**config.mk**
```make
export PLATFORM = sky130hd
export DESIGN_NAME = sas_seq
export DESIGN_NICKNAME = d
export VERILOG_FILES = /design/src/rtl/sas_pkg.sv /design/src/rtl/sas_cfg_shift.sv /design/src/rtl/sas_trig_match.sv /design/src/rtl/sas_addr_ctr.sv /design/src/rtl/sas_seq.sv
export SDC_FILE = /design/constraint.sdc
export NUM_CORES = 1
export LEC_CHECK = 0
export BUFFER_PORTS_ARGS = -buffer_cell sky130_fd_sc_hd__buf_2
export CORE_MARGIN = 4
export CORE_UTILIZATION = 36
export DETAILED_ROUTE_END_ITERATION = 10
export PLACE_DENSITY = 0.54
export SKIP_LAST_GASP = 1
export SYNTH_ARGS = -nofsm -noshare
export SYNTH_HDL_FRONTEND = slang
export SYNTH_HIERARCHICAL = 1
export SYNTH_SLANG_ARGS = --single-unit
```
**constraint.sdc**
```tcl
create_clock -name clk -period 4.05 [get_ports clk]
set_clock_uncertainty 0.2 [all_clocks]
set_input_delay 0.405 -clock clk [delete_from_list [all_inputs] [get_ports clk]]
set_output_delay 0.405 -clock clk [all_outputs]
set_load 0.03 [all_outputs]
```
**src/rtl/sas_pkg.sv**
```systemverilog
package sas_pkg;
    localparam int BYTE_W   = 8;
    localparam int CFG_NB   = 5;
    localparam int CFG_W    = BYTE_W * CFG_NB;
    localparam int CNT_W    = 16;
    localparam int ADDR_W   = 15;
    localparam int PROBE_W  = 8;
    localparam int DLY_W    = 16;

    typedef enum logic [1:0] {
        ST_IDLE = 2'd0,
        ST_WAIT = 2'd1,
        ST_POST = 2'd2,
        ST_DONE = 2'd3
    } seq_state_e;

    typedef struct packed {
        logic                  invert;
        logic                  pat_en;
        logic [PROBE_W-1:0]    mask;
        logic [PROBE_W-1:0]    level;
        logic [CNT_W-1:0]      preload;
    } setup_t;
endpackage

```
**src/rtl/sas_cfg_shift.sv**
```systemverilog
module sas_cfg_shift
    import sas_pkg::*;
#(
    parameter int SR_W = CFG_W
) (
    input  logic   clk,
    input  logic   rst_n,
    input  logic   shift_en,
    input  logic   shift_bit,
    input  logic   commit,
    output setup_t active_o,
    output logic [CNT_W-1:0] staged_pre_o
);
    localparam int LVL_LO = CNT_W;
    localparam int MSK_LO = CNT_W + PROBE_W;
    localparam int OPT_LO = CNT_W + 2 * PROBE_W;

    typedef struct packed {
        logic [SR_W-1:0] sr;
        setup_t          act;
    } cfg_st_t;

    cfg_st_t s_d, s_q;
    setup_t  staged;

    always_comb begin
        staged.preload = s_q.sr[CNT_W-1:0];
        staged.level   = s_q.sr[LVL_LO +: PROBE_W];
        staged.mask    = s_q.sr[MSK_LO +: PROBE_W];
        staged.pat_en  = s_q.sr[OPT_LO];
        staged.invert  = s_q.sr[OPT_LO + 1];
    end

    always_comb begin
        s_d = s_q;
        if (shift_en) s_d.sr = {shift_bit, s_q.sr[SR_W-1:1]};
        if (commit)   s_d.act = staged;
    end

    always_ff @(posedge clk or negedge rst_n) begin
        if (!rst_n) s_q <= '0;
        else        s_q <= s_d;
    end

    assign active_o     = s_q.act;
    assign staged_pre_o = staged.preload;


    commit_take_chk: assert property (@(posedge clk) disable iff (!rst_n)
        commit |=> active_o == $past(staged));
endmodule

```
**src/rtl/sas_trig_match.sv**
```systemverilog
module sas_trig_match
    import sas_pkg::*;
#(
    parameter int W = PROBE_W
) (
    input  logic [W-1:0] probe,
    input  logic [W-1:0] level,
    input  logic [W-1:0] mask,
    input  logic         pat_en,
    input  logic         invert,
    output logic         hit
);
    logic [W-1:0] diff_care;
    logic         eq;

    always_comb begin
        diff_care = (probe ^ level) & ~mask;
        eq        = (diff_care == '0);
        hit       = pat_en ? (eq ^ invert) : 1'b1;
    end


    always_comb begin
        if (pat_en && !invert && (&mask))
            full_mask_chk: assert (hit);
    end
endmodule

```
**src/rtl/sas_addr_ctr.sv**
```systemverilog
module sas_addr_ctr
    import sas_pkg::*;
#(
    parameter int CW = CNT_W,
    parameter int AW = ADDR_W
) (
    input  logic          clk,
    input  logic          rst_n,
    input  logic          load,
    input  logic [CW-1:0] load_val,
    input  logic          step,
    input  logic          rd_clr,
    input  logic          rd_step,
    output logic [AW-1:0] addr_o,
    output logic          rd_bit_o
);
    localparam int IW = $clog2(CW);
    localparam logic [AW-1:0] ONE = AW'(1);

    typedef struct packed {
        logic [CW-1:0] cnt;
        logic [IW-1:0] idx;
    } ctr_st_t;

    ctr_st_t c_d, c_q;

    always_comb begin
        c_d = c_q;
        if (load)
            c_d.cnt = load_val;
        else if (step)
            c_d.cnt = {{(CW-AW){1'b0}}, c_q.cnt[AW-1:0] + ONE};
        if (rd_clr)       c_d.idx = '0;
        else if (rd_step) c_d.idx = c_q.idx + 1'b1;
    end

    always_ff @(posedge clk or negedge rst_n) begin
        if (!rst_n) c_q <= '0;
        else        c_q <= c_d;
    end

    assign addr_o   = c_q.cnt[AW-1:0];
    assign rd_bit_o = c_q.cnt[c_q.idx];


    addr_wrap_chk: assert property (@(posedge clk) disable iff (!rst_n)
        (step && !load && (&addr_o)) |=> addr_o == '0);

    addr_step_chk: assert property (@(posedge clk) disable iff (!rst_n)
        (step && !load) |=> addr_o == AW'($past(addr_o) + ONE));

    preload_chk: assert property (@(posedge clk) disable iff (!rst_n)
        load |=> c_q.cnt == $past(load_val));
endmodule

```
**src/rtl/sas_seq.sv**
```systemverilog
module sas_seq
    import sas_pkg::*;
(
    input  logic                clk,
    input  logic                rst_n,
    input  logic [PROBE_W-1:0]  probe_i,
    input  logic [DLY_W-1:0]    post_cnt_i,
    input  logic                arm_i,
    input  logic                abort_i,
    input  logic                cfg_en_i,
    input  logic                cfg_bit_i,
    input  logic                cfg_commit_i,
    input  logic                rd_step_i,
    output logic                rd_bit_o,
    output logic [ADDR_W-1:0]   addr_o,
    output logic                wr_en_o,
    output logic                done_o
);
    typedef struct packed {
        seq_state_e       st;
        logic [DLY_W-1:0] dly;
    } seq_st_t;

    seq_st_t q, d;
    setup_t  setup;
    logic [CNT_W-1:0] staged_pre;
    logic    hit, step, rd_clr, active;

    sas_cfg_shift #(.SR_W(CFG_W)) u_cfg (
        .clk          (clk),
        .rst_n        (rst_n),
        .shift_en     (cfg_en_i),
        .shift_bit    (cfg_bit_i),
        .commit       (cfg_commit_i),
        .active_o     (setup),
        .staged_pre_o (staged_pre)
    );

    sas_trig_match #(.W(PROBE_W)) u_trig (
        .probe  (probe_i),
        .level  (setup.level),
        .mask   (setup.mask),
        .pat_en (setup.pat_en),
        .invert (setup.invert),
        .hit    (hit)
    );

    sas_addr_ctr #(.CW(CNT_W), .AW(ADDR_W)) u_ctr (
        .clk      (clk),
        .rst_n    (rst_n),
        .load     (cfg_commit_i),
        .load_val (staged_pre),
        .step     (step),
        .rd_clr   (rd_clr),
        .rd_step  (rd_step_i),
        .addr_o   (addr_o),
        .rd_bit_o (rd_bit_o)
    );

    assign active = (q.st == ST_WAIT) || (q.st == ST_POST);

    always_comb begin
        d      = q;
        step   = 1'b0;
        rd_clr = 1'b0;
        if (cfg_commit_i) begin
            d.st   = ST_IDLE;
            rd_clr = 1'b1;
        end else if (abort_i) begin
            if (active) begin
                d.st   = ST_IDLE;
                rd_clr = 1'b1;
            end
        end else if (arm_i) begin
            d.st   = ST_WAIT;
            d.dly  = post_cnt_i;
            rd_clr = 1'b1;
        end else begin
            unique case (q.st)
                ST_WAIT: begin
                    if (hit && (q.dly == '0)) begin
                        d.st   = ST_DONE;
                        rd_clr = 1'b1;
                    end else begin
                        if (hit) d.st = ST_POST;
                        step = 1'b1;
                    end
                end
                ST_POST: begin
                    if (q.dly == DLY_W'(1)) begin
                        d.st   = ST_DONE;
                        rd_clr = 1'b1;
                    end else begin
                        d.dly = q.dly - 1'b1;
                        step  = 1'b1;
                    end
                end
                default: ;
            endcase
        end
    end

    always_ff @(posedge clk or negedge rst_n) begin
        if (!rst_n) q <= '{st: ST_IDLE, dly: '0};
        else        q <= d;
    end

    assign wr_en_o = active && !abort_i && !cfg_commit_i && !arm_i;
    assign done_o  = (q.st == ST_DONE);


    done_hold_chk: assert property (@(posedge clk) disable iff (!rst_n)
        (done_o && !arm_i && !cfg_commit_i) |=> done_o);

    done_quiet_chk: assert property (@(posedge clk) disable iff (!rst_n)
        done_o |-> !wr_en_o);

    zero_delay_chk: assert property (@(posedge clk) disable iff (!rst_n)
        (q.st == ST_WAIT && hit && q.dly == '0 && !abort_i && !arm_i && !cfg_commit_i)
        |=> done_o);

    abort_stop_chk: assert property (@(posedge clk) disable iff (!rst_n)
        (abort_i && active && !cfg_commit_i) |=> (!done_o && !wr_en_o && !$past(wr_en_o)));
endmodule

```
== Word-level counts from Yosys, hierarchy flattened ==
Cells that the tools add are included.

* Input port bits: 32
* Logic and storage cells: 73
* Output and inout port bits: 18
* Bits in registers: 96

* Equality and inequality tests: 8
* Add/sub/neg operators: 3
* $lt $le $gt $ge: 1
* Reduce and logical (&&, ||, !) cells: 16
* Bitwise operators: 6
* Mux-type cells: 30

{| class="wikitable"
|+ Operators with widths
! kind !! number
|-
| $mux W16 || 4
|-
| $mux W18 || 1
|-
| $eq A16 B1 Y1 const B || 1
|-
| $logic_not A16 Y1 || 1
|-
| $sub A16 B1 Y16 const B || 1
|-
| $add A15 B1 Y15 const B || 1
|-
| $mux W1 || 13
|-
| $mux W2 || 6
|-
| $and A8 B8 Y8 || 1
|-
| $logic_not A8 Y1 || 1
|-
| $mux W4 || 2
|-
| $not A8 Y8 || 1
|-
| $reduce_and A4 Y1 || 2
|-
| $xor A8 B8 Y8 || 1
|-
| $ne A6 B5 Y1 const B || 1
|-
| $reduce_bool A2 Y1 || 3
|-
| $lt A4 B5 Y1 const B || 1
|-
| $ne A5 B4 Y1 const B || 1
|-
| $reduce_bool A5 Y1 || 1
|-
| $add A4 B1 Y4 const B || 1
|-
| $bmux W1 S4 || 1
|-
| $eq A2 B2 Y1 const B || 2
|-
| $logic_and A1 B1 Y1 || 4
|-
| $pmux W1 S2 || 2
|-
| other kinds (8) || 11
|}

== Logic depth before layout (Yosys ltp) ==
* Depth in word-level cells: 13
* Mapped depth: 12
* Depth with buffers taken out: 10

== By module ==
The synthesis kept the hierarchy.

{| class="wikitable"
|+ By module, submodules not included
! module !! seq. area each (µm²) !! area each (µm²) !! instances !! cells each
|-
| sas_cfg_shift || 1851.8 || 3274.4 || 1 || 206
|-
| sas_addr_ctr || 500.5 || 1422.6 || 1 || 147
|-
| sas_seq || 450.4 || 1420.1 || 1 || 174
|-
| sas_trig_match || 0.0 || 128.9 || 1 || 16
|}

== Worst setup path after synthesis ==
Ideal clock, no wire load.

* Path type: input-to-reg
* Start: input cfg_commit_i
* End: register u_ctr.c_q, in the netlist u_ctr/addr_o[11]
* Setup slack: 0.928 ns
* Stages: 8
* Arrival: 2.835 ns
* Path buffers: 2
* Required time: 3.763 ns
* Cells stage by stage: or2_2 > clkbuf_1 > nor3_1 > a21boi_0 > buf_6 > nand4_2 > or4_1 > o211ai_1

* Word-level cells in the longest chain between the ends: 2
* Elaborated cells on any way between the ends: 3
* Those cells by class: mux: 2; reduce/logical: 1

{| class="wikitable"
|+ RTL lines
! element !! line !! text
|-
| from (decl) || sas_seq.sv:12 || <nowiki>input logic cfg_commit_i,</nowiki>
|-
| $mux W1 || sas_seq.sv:66 || <nowiki>if (cfg_commit_i) begin</nowiki>
|-
| named net step || sas_seq.sv:27 || <nowiki>logic hit, step, rd_clr, active;</nowiki>
|-
| $reduce_bool A2 Y1 (no source line) || -- ||
|-
| to (signal assigned) || sas_addr_ctr.sv:38 || <nowiki>if (!rst_n) c_q <= '0;</nowiki>
|-
| to (signal assigned) || sas_addr_ctr.sv:39 || <nowiki>else c_q <= c_d;</nowiki>
|-
| to (decl) || sas_addr_ctr.sv:25 || <nowiki>ctr_st_t c_d, c_q;</nowiki>
|}

The timed path passes the listed nets, and every way through them passes these cells.
A chain may end at the register's enable or synchronous reset.

== Final worst setup path ==
* Start: register u_cfg.s_q, in the netlist u_cfg/active_o[22]
* End: register u_ctr.c_q, in the netlist u_ctr/addr_o[13]

* Word-level cells in the longest chain between the ends: 12

{| class="wikitable"
|+ RTL lines
! element !! line !! text
|-
| from (decl) || sas_cfg_shift.sv:23 || <nowiki>cfg_st_t s_d, s_q;</nowiki>
|-
| from (signal assigned) || sas_cfg_shift.sv:41 || <nowiki>if (!rst_n) s_q <= '0;</nowiki>
|-
| from (signal assigned) || sas_cfg_shift.sv:42 || <nowiki>else s_q <= s_d;</nowiki>
|-
| $xor A8 B8 Y8 || sas_trig_match.sv:17 || <nowiki>diff_care = (probe ^ level) & ~mask;</nowiki>
|-
| $and A8 B8 Y8 || sas_trig_match.sv:17 ||
|-
| $logic_not A8 Y1 || sas_trig_match.sv:18 || <nowiki>eq = (diff_care == '0);</nowiki>
|-
| $xor A1 B1 Y1 || sas_trig_match.sv:19 || <nowiki>hit = pat_en ? (eq ^ invert) : 1'b1;</nowiki>
|-
| $mux W1 || sas_trig_match.sv:19 ||
|-
| named net hit || sas_seq.sv:27 ||
|-
| $logic_and A1 B1 Y1 || sas_seq.sv:81 || <nowiki>if (hit && (q.dly == '0)) begin</nowiki>
|-
| $mux W1 || sas_seq.sv:81 ||
|-
| $pmux W1 S2 || sas_seq.sv:79 || <nowiki>unique case (q.st)</nowiki>
|-
| $mux W1 || sas_seq.sv:74 || <nowiki>end else if (arm_i) begin</nowiki>
|-
| $mux W1 || sas_seq.sv:69 || <nowiki>end else if (abort_i) begin</nowiki>
|-
| $mux W1 || sas_seq.sv:66 ||
|-
| named net step || sas_seq.sv:27 ||
|-
| $reduce_bool A2 Y1 (no source line) || -- ||
|}

The timed path passes the listed nets, and every way through them passes these cells.

==> results by group <==
Outcome
  – Run status: finished, violations left
  – Failing checks: hold timing

Timing
  – Sum Neg Setup Slack: 0 ns
  – Final Max Slew Viols: 0
  – Final Hold Viols: 30
  – Relative slew slack: slightly below 40%
  – Max Fclk: 307.2 MHz
  – Min cycle time layout: roughly 3.3 ns
  – Setup violators final: 0
  – Worst-Margin Slew: a little over 0.9 ns
  – RSZ-0062 raised after global routing: false
  – Period utilization: 80.37%
  – Worst hold margin: -0.03736 ns

Critical path
  – CP endpoint kind: flop
  – Critical path class: reg2reg
  – CP max FO: 10
  – Critical path origin: u_cfg/active_o[22]
  – Worst EP arrival: 3.32 ns
  – Startpoint types: flop
  – Required time of the critical path: 4.12 ns
  – R2R Path Start: u_cfg/active_o[22]

Clock network
  – Post-CTS Setup Bufs: 0
  – Clock latency at the later pin of the worst-skew pair: 0.35 ns
  – Clk pin slew, worst setup/hold paths: roughly 0.07 ns
  – CTS resizes: 0
  – Root Driver: clkbuf_16
  – Cts hold-fix bufs: 0
  – Clock Tree Buf Depth: 2
  – Number of buffers created by CTS: 9
  – CTS Sinks: 96
  – CTS tree: done
  – H-tree Lvls: 3

Power and ir drop
  – Maximum VDD drop: 255.0 µV
  – Clock share of power: 28.6%
  – Cell Int Power: 2.066 mW
  – Flop pwr share: 48.8%
  – LEAKAGE: 2.499 nW
  – Net Sw Frac: about 30%
  – NetSw: 0.9212 mW
  – Comb pwr share: 22.6%
  – Power per cell area: 521.7 nW/µm²

Finish
  – Layout cells sized above 1: 30.08%
  – Post-layout net count: 527
  – Finished Layout Cells: 676
  – Fill count: 1474
  – Antenna fix cells: 0
  – Layout overhead on the synthesized area: 4.308%
  – Final cell area excluding filler cells: 5725 µm²

Floorplan
  – Top Ports: 50
  – Die area: 17290 µm²
  – Core Area: between 10000 and 15000 µm²
  – Chip height: 131.5 µm
  – Die X: ~130 µm
  – Row count: 44
  – Starting Density: between 30% and 40%

Drt
  – Drt initial violations: 207
  – Drt wl/cell: between 15 and 20 µm
  – Vias/cell: 5.389
  – Pre-antenna DRT Iters: 5
  – Post-Route WL: 11.23 mm
  – DRC viols: 0
  – Via count: ~3600
  – Post-route ant nets: 0

GRT
  – Initial antenna violation count: 0
  – Global route overflow: 0
  – Largest net degree at the start of global routing: 71
  – Vias in the first global route: between 3000 and 4000
  – First-pass GRT wire length: 19.12 mm
  – Global Route Usage Sum: 13.31%

Run
  – Max-Cap Viols: 0

Logic synthesis
  – YS warnings: 6
  – Syn nets: 535
  – Mapped Area: 5489 µm²
  – Syn_area_per_cell: 11.09 µm²
  – Post-Syn Instances: 495

Placement
  – Placement Cell Area: 5429 µm²
  – Count of buffers from port buffering: 49
  – DP HPWL: 7.791 mm
  – Final Wtd Congestion: a little over 0.8
  – Placed cells: 660

Hold path
  – Hold Path Class: in2async
-- area by class of cell --
type | count | area [µm²] | share of cell area (%)
inverters | 10 | 37.54 | 0.6556
well taps | 184 | 230.2 | 4.021
multi-input cells | 317 | 2481 | 43.33
clock inverters | 6 | 57.56 | 1.005
flip-flops and latches | 96 | 2402 | 41.96
repair buffers | 53 | 277.8 | 4.851
clock buffers | 10 | 239.0 | 4.174
-- path summary, 6_finish.rpt --
path	to	slack [ns]	depth (start not counted)
min in group clk	u_cfg/s_q[73]	0.09	2
hold / removal	q[9]	-0.04	1
setup reg to reg	u_ctr/addr_o[13]	0.80	11
hold reg to reg	u_ctr/addr_o[0]	0.28	2
setup / recovery	u_ctr/addr_o[13]	0.80	11
max in group asynchronous	u_cfg/staged_pre_o[8]	2.91	2
-- critical path, stage by stage, from the launching register on --
cell and delay [ns]:
dfrtp_1 0.39, xnor2_1 0.15, o22ai_1 0.13, nor4_2 0.34, mux2_1 0.39, nand4_1 0.14, nand2_1 0.07, a21boi_0 0.18
buf_4 0.21, nand4_2 0.21, or4_1 0.57, o211ai_1 0.17
-- routing by layer --
layer / vias up / track usage [%] / share of wire, %
li1: 1747 / - / -
met1: 1797 / 18.51 / 47
met2: 91 / 20.74 / 47
met3: 8 / 3.670 / 4.4
met4: 0 / 3.151 / 0.75
met5: - / 0 / 0
-- sequential cells by signal (all words and copies together), names as in the netlist --
name                flops
u_cfg/s_q              24
u_ctr/addr_o           15
q                      18
u_ctr/c_q               5
u_cfg/active_o         18
u_cfg/staged_pre_o     16
-- metrics by stage --
stage | utilization [%] | setup WS, ns | power, mW
after global placement | 36.80 | 0.8050 | 2.137
after CTS | 38.81 | 0.7981 | 3.033
after detailed placement | 36.80 | 0.7126 | 2.160
after global routing | 38.81 | 0.5848 | 3.170
after floorplan | - | 0.9284 | 2.129
final | 38.81 | 0.7951 | 2.987
-- layout by cell type (no fill, tap or decap), types with 3 or more instances in the layout --
cell type / count
or3_1: 6
o31ai_1: 3
dfrtp_1: 96
inv_6: 3
o41ai_1: 5
nor3_1: 8
a31oi_1: 7
o311ai_0: 5
mux2_2: 43
or4_1: 6
nor4_1: 3
ha_1: 8
buf_2: 48
nand4_1: 10
a21oi_1: 8
mux2i_1: 10
xnor2_1: 11
clkbuf_16: 9
o22ai_1: 8
or2_2: 8
nor2_1: 30
nand2_1: 39
xor2_1: 4
o211ai_1: 4
mux2_4: 15
nand3_1: 9
buf_4: 5
o21ai_0: 17
mux4_2: 3
inv_1: 9
-- power groups by stage --
stage	Sequential [mW]	Combinational, mW	Clock, mW
2_1_floorplan	1.39	0.744	0
3_3_place_gp	1.47	0.670	0
3_5_place_dp	1.48	0.680	0
4_1_cts	1.46	0.684	0.887
5_1_grt	1.51	0.737	0.927
6_report	1.46	0.675	0.854
Power figures use the tool's default switching activity.
